<file path="config.mk">
export PLATFORM = sky130hd
export DESIGN_NAME = ddr2_cmd_sequencer
export DESIGN_NICKNAME = d
export VERILOG_FILES = /design/src/rtl/ddr2_cmd_sequencer.sv
export SDC_FILE = /design/constraint.sdc
export NUM_CORES = 1
export LEC_CHECK = 0
export BUFFER_PORTS_ARGS = -buffer_cell sky130_fd_sc_hd__buf_2
export CORE_ASPECT_RATIO = 1.1
export CORE_MARGIN = 2
export CORE_UTILIZATION = 56
export CTS_BUF_LIST = sky130_fd_sc_hd__clkbuf_8
export CTS_CLUSTER_SIZE = 28
export DETAILED_ROUTE_END_ITERATION = 6
export PLACE_DENSITY = 0.88
export SLEW_MARGIN = 20
export SYNTH_ARGS = -nofsm -noshare
export SYNTH_HDL_FRONTEND = slang
export SYNTH_SLANG_ARGS = --single-unit
</file>
<file path="constraint.sdc">
create_clock -name clk -period 3.08 [get_ports clk]
set_input_delay 0.616 -clock clk [delete_from_list [all_inputs] [get_ports clk]]
set_output_delay 0.616 -clock clk [all_outputs]
set_load 0.02 [all_outputs]
</file>
<file path="src/rtl/ddr2_cmd_sequencer.sv">
module ddr2_cmd_sequencer #(
  parameter int ROW_W = 14,
  parameter int BA_W  = 3,
  parameter int TMR_W = 4
) (
  input  logic                   clk,
  input  logic                   rst_n,
  input  logic                   req_valid,
  input  logic [3:0]             req_op,
  input  logic [BA_W-1:0]        req_bank,
  input  logic [ROW_W-1:0]       req_addr,
  input  logic                   req_ap,
  input  logic [TMR_W-1:0]       cfg_trcd,
  input  logic [BA_W-1:0]        qry_bank,
  output logic [ROW_W-1:0]       qry_row,
  output logic                   ddr_cke,
  output logic                   ddr_cs_n,
  output logic                   ddr_ras_n,
  output logic                   ddr_cas_n,
  output logic                   ddr_we_n,
  output logic [BA_W-1:0]        ddr_ba,
  output logic [ROW_W-1:0]       ddr_addr,
  output logic [(1<<BA_W)-1:0]   bank_open,
  output logic [1:0]             pwr_state,
  output logic                   req_err
);
  localparam int NB = 1 << BA_W;

  localparam logic [3:0] OP_NOP = 4'd0, OP_ACT = 4'd1, OP_RD = 4'd2, OP_WR = 4'd3,
                         OP_PRE = 4'd4, OP_LMR = 4'd5, OP_REF = 4'd6, OP_PDE = 4'd7,
                         OP_SRE = 4'd8, OP_EXIT = 4'd9;

  localparam logic [3:0] C_DESEL = 4'b1111, C_NOP = 4'b0111, C_ACT = 4'b0011,
                         C_RD = 4'b0101, C_WR = 4'b0100, C_PRE = 4'b0010,
                         C_REF = 4'b0001, C_LMR = 4'b0000;

  localparam logic [1:0] PS_AWAKE = 2'd0, PS_PPD = 2'd1, PS_APD = 2'd2, PS_SR = 2'd3;

  logic [ROW_W-1:0] row_q [NB];
  logic [TMR_W-1:0] tmr_q [NB];
  logic [NB-1:0]    busy;
  logic             legal;
  logic [3:0]       cmd_d;
  logic [ROW_W-1:0] addr_d;
  logic [BA_W-1:0]  ba_d;

  for (genvar g = 0; g < NB; g++) begin : g_busy
    assign busy[g] = |tmr_q[g];
  end

  wire awake    = pwr_state == PS_AWAKE;
  wire all_idle = ~|bank_open;
  wire sel_open = bank_open[req_bank];
  wire sel_busy = busy[req_bank];
  wire mr_ok    = (req_bank >> 2) == '0;
  wire go       = req_valid & legal;
  wire [TMR_W-1:0] trcd_load = (cfg_trcd == '0) ? '0 : cfg_trcd - 1'b1;

  assign qry_row = row_q[qry_bank];

  always_comb begin
    case (req_op)
      OP_NOP, OP_PDE: legal = awake;
      OP_ACT:         legal = awake & ~sel_open;
      OP_RD, OP_WR:   legal = awake & sel_open & ~sel_busy;
      OP_PRE:         legal = awake & (req_ap ? ~|busy : ~sel_busy);
      OP_LMR:         legal = awake & all_idle & mr_ok;
      OP_REF, OP_SRE: legal = awake & all_idle;
      OP_EXIT:        legal = ~awake;
      default:        legal = 1'b0;
    endcase
  end

  always_comb begin
    cmd_d  = C_DESEL;
    addr_d = '0;
    ba_d   = '0;
    if (req_valid && !legal) begin
      cmd_d = C_NOP;
    end else if (go) begin
      case (req_op)
        OP_ACT: begin
          cmd_d  = C_ACT;
          addr_d = req_addr;
          ba_d   = req_bank;
        end
        OP_RD, OP_WR: begin
          cmd_d      = (req_op == OP_RD) ? C_RD : C_WR;
          addr_d     = req_addr;
          addr_d[10] = req_ap;
          ba_d       = req_bank;
        end
        OP_PRE: begin
          cmd_d      = C_PRE;
          addr_d[10] = req_ap;
          ba_d       = req_ap ? '0 : req_bank;
        end
        OP_LMR: begin
          cmd_d  = C_LMR;
          addr_d = req_addr;
          ba_d   = req_bank;
        end
        OP_REF, OP_SRE: cmd_d = C_REF;
        default:        cmd_d = C_NOP;
      endcase
    end
  end

  always_ff @(posedge clk or negedge rst_n) begin
    if (!rst_n) begin
      {ddr_cs_n, ddr_ras_n, ddr_cas_n, ddr_we_n} <= C_DESEL;
      ddr_ba    <= '0;
      ddr_addr  <= '0;
      req_err   <= 1'b0;
      ddr_cke   <= 1'b1;
      pwr_state <= PS_AWAKE;
    end else begin
      {ddr_cs_n, ddr_ras_n, ddr_cas_n, ddr_we_n} <= cmd_d;
      ddr_ba   <= ba_d;
      ddr_addr <= addr_d;
      req_err  <= req_valid & ~legal;
      if (go) begin
        case (req_op)
          OP_PDE: begin
            ddr_cke   <= 1'b0;
            pwr_state <= all_idle ? PS_PPD : PS_APD;
          end
          OP_SRE: begin
            ddr_cke   <= 1'b0;
            pwr_state <= PS_SR;
          end
          OP_EXIT: begin
            ddr_cke   <= 1'b1;
            pwr_state <= PS_AWAKE;
          end
          default: ;
        endcase
      end
    end
  end

  always_ff @(posedge clk or negedge rst_n) begin
    if (!rst_n) begin
      bank_open <= '0;
      for (int i = 0; i < NB; i++) begin
        row_q[i] <= '0;
        tmr_q[i] <= '0;
      end
    end else begin
      for (int i = 0; i < NB; i++) begin
        if (busy[i]) tmr_q[i] <= tmr_q[i] - 1'b1;
        if (go) begin
          case (req_op)
            OP_ACT:
              if (req_bank == BA_W'(i)) begin
                bank_open[i] <= 1'b1;
                row_q[i]     <= req_addr;
                tmr_q[i]     <= trcd_load;
              end
            OP_RD, OP_WR:
              if (req_ap && req_bank == BA_W'(i)) bank_open[i] <= 1'b0;
            OP_PRE:
              if (req_ap || req_bank == BA_W'(i)) bank_open[i] <= 1'b0;
            default: ;
          endcase
        end
      end
    end
  end
endmodule

</file>
==> flow_metrics.py <==
metrics = {
    "run_status": {
        "status": "complete, no violations",
    },
    "clock_network": {
        "cts_tree": "yes",
        "htreeDepth": 4,
        "numCtsBuffers": 17,
        "clockBufferDepth": 2,
        "cts.reportedPaths.clkPinSlew_ns": 0.09,
        "clock-sinks": 177,
        "clkLatencyLatePin_ns": 0.48,
        "cts_root_buffer": "clkbuf_8",
    },
    "pwr": {
        "leakage_nw": 5.031,
        "clockPowerShare_pct": 23.2,
        "switchingPower_mw": 2.272,
        "power_density_nw_per_um2": 650.7,
        "power.internal_mw": 4.398,
        "combPwrFrac_pct": 31.7,
        "switching_share_pct": 34.06,
        "seqPwrFrac_pct": 45.1,
        "ir_drop_mv": 0.4266,
    },
    "min_path": {
        "hold_class": "input port to async pin",
    },
    "critical_path": {
        "crit_type": "flip-flop to flip-flop",
        "reg2regPathDepth": 11,
        "cp_max_fo": 8,
        "r2r_end": "row_q[84]",
        "end_kind": "flip-flop",
        "critical_path_required_ns": 3.45,
        "reg2reg_from": "tmr_q[20]",
        "critPathLaunchType": "flip-flop",
        "r2r_slack_ns": 0.04,
        "arrival_ns": 3.41,
    },
    "timing": {
        "skew_ns": 0.01670,
        "relSlewSlack_pct": 41.81,
        "fin_crit_sh_pct": 98.79,
        "drv_slew": 0,
        "tightest_slew_ns": 0.8729,
        "max_freq_ghz": 0.3286,
        "rsz0062_at_grt": "true",
        "hold_viol": 0,
        "min_period_ns": 3.043,
        "setup_viol": 0,
    },
    "finish": {
        "num_antenna_cells": 0,
        "final_nets": 818,
        "multi_input_area_um2": 4113,
        "fillers": 1048,
        "syn2layout_area_growth_pct": 17.50,
        "stdcell_area_um2": 10250,
        "drive_above_1_share_pct": 46.14,
        "ff_latch_area_um2": 4436,
        "final_util_pct": 67.57,
    },
    "yosys": {
        "netlist_top_cells_count": "dfrtp_1, mux2_2, mux2i_1",
        "synth-seq-area-share_pct": 50.84,
        "synth.area.top_cells": "dfrtp_1, mux2_2, mux4_2",
        "postSynthAreaPerCell_um2": 13.28,
        "yosys.area.top_type": "dfrtp_1",
        "async_flop_share_pct": 100.0,
        "yosys_most_used_dff": "dfrtp_1",
        "ys_types": 55,
        "syn_area_um2": 8725,
        "synth_warnings": 0,
        "syn_nets": 697,
        "ys_ff_latch": 177,
        "synth-edff-count": 0,
        "yosysMostFrequentCell": "dfrtp_1",
        "synth_top_area_share_pct": 49.33,
        "netlist_instances": 657,
    },
    "grt": {
        "overflow": 0,
        "track_usage_pct": 26.14,
        "grt_use_met2_pct": 44.01,
        "antenna_found_initial": 0,
        "grt_pass1_vias": 6340,
        "use_met1_pct": 32.90,
        "grt_pass1_wl_mm": 32.71,
        "busiest_layer": "met2",
        "grt_start_max_net_pins": 75,
        "use_met3_pct": 4.814,
    },
    "floorplan": {
        "initial_core_util_pct": 57.50,
        "dieWidth_um": 123.0,
        "io-pin-count": 79,
        "dieArea_um2": 16600,
        "core_area_um2": 15170,
        "rows": 47,
        "die_h_um": 134.9,
    },
    "placement": {
        "numPortBuffers": 78,
        "place_area_um2": 9647,
        "dp_hpwl_mm": 13.56,
        "routabilityCongestion": 0.8833,
    },
    "route": {
        "drtIter0Drc": 493,
        "wirelength_mm": 21.02,
        "wl_per_cell_um": 21.29,
        "antenna_left": 0,
        "drc": 0,
        "routed-via-count": 5928,
        "viasPerCell": 6.006,
        "first_pass_iters": 5,
    },
    "job": {
        "max-cap-violations": 0,
    },
}
==> worst max-delay path by stage <==
stage,startpoint,end,slack [ns],depth (start not counted)
final,tmr_q[20],row_q[84],0.04,11
after global routing,tmr_q[0],row_q[95],-0.03,11
after CTS,tmr_q[28],row_q[88],0.006,10
after detailed placement,tmr_q[24],row_q[41],-0.008,9
after global placement,req_bank[0],row_q[40],0.04,9
after floorplan,tmr_q[12],row_q[36],0.01,12
==> final cells by class <==
cell class | count | area share (%)
Clock buffer | 19 | 2.551
Clock inverter | 13 | 1.123
Inverter | 29 | 1.062
Multi-Input combinational cell | 423 | 40.12
Sequential cell | 177 | 43.27
Tap cell | 196 | 2.392
Timing Repair Buffer | 130 | 9.484
==> critical path, stage by stage (launching register included) <==
cell and delay (ns):
dfrtp_1 0.39, inv_1 0.11, ha_2 0.21, nor3b_4 0.26, nor2_1 0.08, or3_1 0.36
a22o_1 0.26, a311o_2 0.42, nor3_4 0.19, buf_12 0.15, clkbuf_16 0.16, mux2_2 0.33
==> cell usage in the layout, fill, tap and decap left out, types with 6 or more instances in the layout <==
| master | netlist | routed |
|---|---|---|
| buf_2 | 4 | 77 |
| dfrtp_1 | 172 | 172 |
| or3_1 | 11 | 11 |
| buf_4 | 4 | 38 |
| inv_2 | 0 | 6 |
| nand2b_1 | 7 | 7 |
| and2_1 | 13 | 13 |
| mux2i_1 | 36 | 36 |
| buf_12 | 1 | 12 |
| mux2_2 | 130 | 130 |
| nor2_1 | 19 | 19 |
| a21oi_1 | 34 | 34 |
| nor3b_4 | 4 | 8 |
| nor3_1 | 19 | 19 |
| inv_1 | 29 | 26 |
| mux4_2 | 28 | 28 |
| nand3_1 | 10 | 10 |
| o21ai_0 | 7 | 7 |
| mux2_4 | 6 | 6 |
| clkbuf_8 | 0 | 19 |
| xnor2_1 | 8 | 8 |
| or2_2 | 8 | 8 |
| nand2_1 | 11 | 11 |
| nor3b_1 | 10 | 10 |
==> cells by family (layout without fill, tap and decap cells) <==
kind of cell	Yosys count	in the layout	synth area share, %
simple gates	137	137	9.824
compound gates	67	67	4.819
xor+xnor	9	9	0.9035
mux	202	202	29.43
flops	177	177	50.84
fa+ha+maj	8	8	1.147
buf+inv	57	191	3.040
==> power groups by stage <==
stage / Sequential [mW] / Clock (mW) / Combinational, mW
after floorplan: 3.06 / 0 / 1.20
after global placement: 2.97 / 0 / 1.75
after detailed placement: 3.01 / 0 / 1.91
after CTS: 2.97 / 1.55 / 1.94
after global routing: 3.05 / 1.65 / 2.32
final: 3.01 / 1.55 / 2.11
==> stage by stage <==
stage,setup TNS (ns),total power [mW],worst slack [ns],hold slack (ns),std cells
6_report,0,6.670,0.03716,0.08106,987
5_1_grt,-0.5114,7.024,-0.03191,0.09824,987
2_1_floorplan,0,4.261,0.01295,0.3204,657
4_1_cts,0,6.472,0.006460,0.07424,974
3_5_place_dp,-0.01368,4.925,-0.008083,0.4832,942
3_3_place_gp,0,4.715,0.04002,0.4635,942
==> per-layer routing <==
layer | up-vias | wire length (um)
li1 | 2648 | -
met1 | 3050 | 8538
met2 | 187 | 11050
met3 | 43 | 905
met4 | 0 | 520
met5 | - | 0
==> registers in the layout, summed over array words and instances, names as in the netlist, 2 cells and up <==
signal / cells
ddr_ba: 3
ddr_addr: 14
pwr_state: 2
row_q: 112
bank_open: 8
tmr_q: 32
==> what timing repair did <==
| action | 4_1_cts | 5_1_grt |
|---|---|---|
| buffers inserted | 0 | 12 |
| gates cloned | 0 | 1 |
| pin swaps | 1 | 1 |
| hold buffers | 0 | 0 |
| resized for setup | 2 | 22 |
| setup endpoints to repair | 25 | 71 |
No activity file was read; power rests on OpenSTA's default activity.
